**src/rtl/pc_pkg.sv**
```systemverilog
package pc_pkg;
  localparam int LEN_W   = 5;
  localparam int STATE_W = 3;
  localparam int N_ALARM = 3;

  typedef struct packed {
    logic [LEN_W-1:0]   len;
    logic               umi;
    logic               xi;
    logic               tgl;
    logic [STATE_W-1:0] state;
    logic               batt;
    logic               rtc;
    logic [N_ALARM-1:0] alarm;  // [2] temp, [1] battery, [0] tamper
  } pc_word_t;

  localparam int WORD_W = $bits(pc_word_t);
endpackage

```
**src/rtl/pc_len_field.sv**
```systemverilog
module pc_len_field #(
  parameter int LEN_W   = 5,
  parameter int LEN_MAX = 13
) (
  input  logic             clk_i,
  input  logic             rst_ni,
  input  logic             wr_ok_i,
  input  logic [LEN_W-1:0] wr_len_i,
  input  logic             ut_ok_i,
  input  logic [LEN_W-1:0] ut_len_i,
  output logic [LEN_W-1:0] len_o
);
  localparam logic [LEN_W-1:0] MaxLen = LEN_W'(LEN_MAX);

  logic ut_take, wr_take;
  assign ut_take = ut_ok_i && (ut_len_i <= MaxLen);
  assign wr_take = wr_ok_i && (wr_len_i <= MaxLen);

  always_ff @(posedge clk_i or negedge rst_ni) begin
    if (!rst_ni)      len_o <= '0;
    else if (ut_take) len_o <= ut_len_i;  // untraceable outranks reader write
    else if (wr_take) len_o <= wr_len_i;
  end
endmodule

```
**src/rtl/pc_alarm_bit.sv**
```systemverilog
module pc_alarm_bit (
  input  logic clk_i,
  input  logic rst_ni,
  input  logic cond_i,
  input  logic wr_ok_i,
  input  logic wr_bit_i,
  output logic flag_o
);
  logic prev_q;

  always_ff @(posedge clk_i or negedge rst_ni) begin
    if (!rst_ni) begin
      prev_q <= 1'b0;
      flag_o <= 1'b0;
    end else begin
      prev_q <= cond_i;
      if (wr_ok_i)                flag_o <= wr_bit_i;  // reader wins same cycle
      else if (cond_i && !prev_q) flag_o <= 1'b1;
    end
  end
endmodule

```
**src/rtl/pc_word_reg.sv**
```systemverilog
module pc_word_reg
  import pc_pkg::*;
#(
  parameter int LEN_MAX = 13
) (
  input  logic               clk_i,
  input  logic               rst_ni,
  input  logic               wr_en_i,
  input  logic [WORD_W-1:0]  wr_data_i,
  input  logic               bank_locked_i,
  input  logic               untrace_en_i,
  input  logic [LEN_W-1:0]   untrace_len_i,
  input  logic               acc_priv_i,
  input  logic               xpc_present_i,
  input  logic [STATE_W-1:0] logger_state_i,
  input  logic               batt_installed_i,
  input  logic               rtc_on_batt_i,
  input  logic               temp_alarm_a_i,
  input  logic               temp_alarm_b_i,
  input  logic               batt_alarm_i,
  input  logic               tamper_alarm_i,
  output logic [WORD_W-1:0]  pc_word_o
);
  pc_word_t           wr_w, rd_w;
  logic               wr_ok, ut_ok;
  logic [LEN_W-1:0]   len_q;
  logic               tgl_q;
  logic [N_ALARM-1:0] alarm_cond, alarm_q;
  logic               unused_wr_bits;

  assign wr_w  = pc_word_t'(wr_data_i);
  assign wr_ok = wr_en_i && !bank_locked_i;
  assign ut_ok = untrace_en_i && acc_priv_i;

  // fixed and computed positions carry no storage
  assign unused_wr_bits = ^{wr_w.umi, wr_w.xi, wr_w.state, wr_w.batt, wr_w.rtc};

  assign alarm_cond = {temp_alarm_a_i | temp_alarm_b_i, batt_alarm_i, tamper_alarm_i};

  pc_len_field #(
    .LEN_W  (LEN_W),
    .LEN_MAX(LEN_MAX)
  ) i_len (
    .clk_i   (clk_i),
    .rst_ni  (rst_ni),
    .wr_ok_i (wr_ok),
    .wr_len_i(wr_w.len),
    .ut_ok_i (ut_ok),
    .ut_len_i(untrace_len_i),
    .len_o   (len_q)
  );

  always_ff @(posedge clk_i or negedge rst_ni) begin
    if (!rst_ni)    tgl_q <= 1'b0;
    else if (wr_ok) tgl_q <= wr_w.tgl;
  end

  for (genvar g = 0; g < N_ALARM; g++) begin : g_alarm
    pc_alarm_bit i_alarm (
      .clk_i   (clk_i),
      .rst_ni  (rst_ni),
      .cond_i  (alarm_cond[g]),
      .wr_ok_i (wr_ok),
      .wr_bit_i(wr_w.alarm[g]),
      .flag_o  (alarm_q[g])
    );
  end

  always_comb begin
    rd_w.len   = len_q;
    rd_w.umi   = 1'b1;
    rd_w.xi    = xpc_present_i;
    rd_w.tgl   = tgl_q;
    rd_w.state = logger_state_i;
    rd_w.batt  = batt_installed_i;
    rd_w.rtc   = rtc_on_batt_i;
    rd_w.alarm = alarm_q;
  end

  assign pc_word_o = rd_w;
endmodule

```
**config.mk**
```make
export PLATFORM = sky130hd
export DESIGN_NAME = pc_word_reg
export DESIGN_NICKNAME = d
export VERILOG_FILES = /design/src/rtl/pc_pkg.sv /design/src/rtl/pc_len_field.sv /design/src/rtl/pc_alarm_bit.sv /design/src/rtl/pc_word_reg.sv
export SDC_FILE = /design/constraint.sdc
export NUM_CORES = 1
export LEC_CHECK = 0
export ABC_AREA = 1
export CELL_PAD_IN_SITES_DETAIL_PLACEMENT = 1
export CELL_PAD_IN_SITES_GLOBAL_PLACEMENT = 1
export CORE_ASPECT_RATIO = 0.5
export CORE_MARGIN = 3
export CORE_UTILIZATION = 25
export CTS_CLUSTER_DIAMETER = 120
export DETAILED_ROUTE_END_ITERATION = 8
export GPL_TIMING_DRIVEN = 0
export PLACE_DENSITY = 0.86
export SYNTH_ARGS = -nofsm -noshare
export SYNTH_HDL_FRONTEND = slang
export SYNTH_SLANG_ARGS = --single-unit
```
**constraint.sdc**
```tcl
create_clock -name clk_i -period 1.67 [get_ports clk_i]
set_input_delay 0.2505 -clock clk_i [delete_from_list [all_inputs] [get_ports clk_i]]
set_output_delay 0.2505 -clock clk_i [all_outputs]
set_load 0.01 [all_outputs]
```
==> out/summary.md, run 1 <==
The flow ran to the end, and the final reports show no timing, DRC or antenna violations. After detailed routing, the total wire length is 1.87 mm. The clock input transition at the sequential cells of the worst setup and hold paths was 50 ps. The worst-case IR drop observed on VDD is 0.000183 V. Clock tree synthesis found a total of 12 sinks.

In this run the mean area of a mapped cell was 8.73 um^2. In the synthesized netlist, the cells that appear most often are sky130_fd_sc_hd__dfrtp_1 (12), sky130_fd_sc_hd__inv_1 (12), sky130_fd_sc_hd__nand2_1 (12). Kind of end point of the critical path: an output pin. During placement, the flow inserted port buffers numbering 38. The clock passes through at most 2 buffers. For the post-CTS setup buffer count, the log shows 0.

The time the final worst path needs with I/O delays and setup was 1470 ps; the proportion of synthesized chip area in sequential cells was 40.5%. The share of async-settable or async-resettable flops after synthesis is 100%, and the number of routed nets with antenna violations is 0. In the synthesized netlist, mux cells make up 0% of the area. The aggregate global routing overflow is 0, and the number of failing hold endpoints at the final stage is 0.

Clock tree synthesis selected as its root buffer the cell sky130_fd_sc_hd__clkbuf_8. The dominant combinational cell family by area after synthesis is simple AND/OR/NAND/NOR gates. The type of element launching the critical path was a flip-flop. Of all nets on the critical path, the largest fanout is 2. The detailed router placed 693 vias in this run. The die area was 0.00370 mm^2; the I/O pin count was 53. The floorplan has 13 rows. The cell count after synthesis was 85. The post-route netlist has 21.4% of its cells at a drive strength greater than 1.

The path class of the tightest hold or removal check is in2async. The number of antenna diodes in the final layout is 0. For the final number of setup-violating endpoints, the log shows 0. For the count of nets after finishing, the log shows 165. Measured along the y axis, the die boundary spans 44.5 um. The leakage power figure came out at 0.557 nW.

TritonCTS built the clock tree. Once the floorplan was initialized, standard cells occupied 27.3% of the core. Number of vias per cell after detailed routing: 4.25. After detailed routing, the number of remaining DRC violations is 0. Hold repair after CTS inserted 0 buffers.

The number of antenna violations at the first check in global routing was 0; the number of gates resized after CTS was 0. The post-route setup TNS was 0 ps; the worst-skew pair later-pin latency was 240 ps. Synthesis produced a netlist with a net count of 122. Summing the areas of all fa, ha and maj instances in the mapped netlist gives 0% of the synthesized area. The routed wirelength normalized by instance count was 11.5 um; the largest net degree at the start of global routing was 13. The synthesized-area fraction occupied by ao, oa, aoi and oai cells was 3.04%; the total power density per cell area was 723 mW/mm^2. The mapped netlist covers 742 um^2. The number of global-route vias before repair was 730; the area share of xor/xnor cells in the synthesized design was 0%. The relative slew slack was 63.4%; the number of buffers created by CTS was 3. The run gives 0 as the number of pins exceeding their max-slew limit in the final report.

The run gives 1220 ps as the data arrival time of the critical path. The final weighted congestion in routability-driven placement is 0.764, and the area share of the leading cell type in the synthesized netlist is 40.5%. The layout has 316 filler cells. Synthesis inferred 12 register bits. By area the synthesized netlist is led by sky130_fd_sc_hd__dfrtp_1 (40%), sky130_fd_sc_hd__buf_4 (11%), sky130_fd_sc_hd__nand3_4 (7.1%), sky130_fd_sc_hd__inv_1 (6.1%), sky130_fd_sc_hd__nand2_1 (6.1%).

The tools report the H-tree depth reported by CTS as 1. By startpoint and endpoint, the worst setup path is classified as reg2out. The first global-routing pass estimated 2.88 mm of wire. Yosys mapped a number of flops with a built-in enable equal to 0. The logs give 681 MHz for the fmax and 18 for the count of unique library cells instantiated by Yosys.

For this run, the number of Yosys warnings is 0. The run gives 900 ps as the reg2reg setup slack. The transition time at the pin with the least slew margin was 547 ps. After floorplanning, the core was sized to cover 0.00272 mm^2.

Setup repair after global routing left no endpoint under its margin. The setup skew after layout was 0.0437 ps. The most common flop cell mapped by yosys was sky130_fd_sc_hd__dfrtp_1. The share of synthesized cell area in and, or, nand and nor gates is 37.8%.

The largest total area in the synthesized netlist belongs to sky130_fd_sc_hd__dfrtp_1. The overall die width is 83.0 um. Max capacitance violation total: 0. Before antenna repair, the detailed router went through 3 iterations. The HPWL after detailed placement is 1.60 mm. The area growth from synthesis to layout is 63.1%.

After layout, the design draws a total of 0.000875 W. Data on the critical path is required at its endpoint by 1420 ps. The count of routing violations after the opening detailed-route iteration is 10, and the global-route total usage across every layer is 10.3%. Dividing the final minimum period by the clock period gives 87.9%.
report_power, final:
group / internal (W) / switching, W / leakage [nW]
clock network: 0.000159 / 0.000102 / 0.0216
logic: 0.000164 / 0.000106 / 0.397
registers: 0.000324 / 0.0000200 / 0.138
total: 0.000647 / 0.000228 / 0.557
path summary, 6_finish.rpt:
path | from | to | cells past startpoint
min in group clk_i | batt_alarm_i | g_alarm[1].i_alarm.prev_q$_DFF_PN0_ | 1
worst max register to register | g_alarm[0].i_alarm.flag_o$_DFFE_PN0P_ | g_alarm[0].i_alarm.flag_o$_DFFE_PN0P_ | 2
worst min register to register | tgl_q$_DFFE_PN0P_ | tgl_q$_DFFE_PN0P_ | 2
worst min-delay path | rst_ni | i_len.len_o[1]$_DFFE_PN0P_ | 1
max in group asynchronous | rst_ni | i_len.len_o[3]$_DFFE_PN0P_ | 1
worst max-delay path | g_alarm[1].i_alarm.flag_o$_DFFE_PN0P_ | pc_word_o[1] | 2
logic make-up (layout without fill, tap and decap cells):
| kind of cell | count (synthesis) | in the layout |
|---|---|---|
| flip-flops | 12 | 12 |
| AO/OA/AOI/OAI | 4 | 4 |
| other | 1 | 1 |
| buffers and inverters | 25 | 66 |
| AND/OR/NAND/NOR | 43 | 43 |
layer usage:
metal | global-route usage, % | share of wire (%) | routed length, um
met1 | 9.29 | 37 | 695
met2 | 20.9 | 56 | 1050
met3 | 3.16 | 3.6 | 68
met4 | 6.51 | 3.2 | 59
met5 | 0 | 0 | 0
sequential cells by signal (all words and copies together) (netlist names):
| name | count |
|---|---|
| g_alarm.i_alarm.flag_o | 3 |
| g_alarm.i_alarm.prev_q | 3 |
| i_len.len_o | 5 |
| tgl_q | 1 |
final cells by class:
cell class	instances	area, um^2	share of cell area, %
repair buffers	38	380	31.4
multi-input cells	48	307	25.3
flip-flops and latches	12	300	24.8
plain buffers	11	82.6	6.83
inverters	14	52.6	4.34
well taps	37	46.3	3.83
clock buffers	3	41.3	3.41
cells in the final DEF (no fill, tap or decap), types with 4 or more instances in the layout:
cell	count
sky130_fd_sc_hd__dfrtp_1	12
sky130_fd_sc_hd__nand3b_1	4
sky130_fd_sc_hd__clkdlybuf4s50_1	38
sky130_fd_sc_hd__inv_1	12
sky130_fd_sc_hd__buf_4	11
sky130_fd_sc_hd__nand2_1	12
sky130_fd_sc_hd__nand3_1	8
sky130_fd_sc_hd__nor2_1	8
critical path: stages (launching register included):
cell and delay [ps]:
sky130_fd_sc_hd__dfrtp_1 350, sky130_fd_sc_hd__buf_4 110, sky130_fd_sc_hd__clkdlybuf4s50_1 530
through the flow:
step	std cells	utilization (%)	hold WS (ps)	instance area, um^2	setup slack, ps
floorplan	85	-	-45.1	742	867
global placement	160	43.0	460	1170	274
detailed placement	160	43.0	470	1170	244
CTS	163	44.5	384	1210	192
global route	163	44.5	407	1210	169
finish	163	44.5	366	1210	202
No activity file was read; power rests on OpenSTA's default activity.
==> inputs of run 2 (changes only) <==
--- a/config.mk
+++ b/config.mk
@@ -6,6 +6,7 @@
 export NUM_CORES = 1
 export LEC_CHECK = 0
 export ABC_AREA = 1
+export CAP_MARGIN = 20
 export CELL_PAD_IN_SITES_DETAIL_PLACEMENT = 1
 export CELL_PAD_IN_SITES_GLOBAL_PLACEMENT = 1
 export CORE_ASPECT_RATIO = 0.5
==> results of run 2 <==
Same layout as run 1: the final DEF is identical, and so are final timing and power.
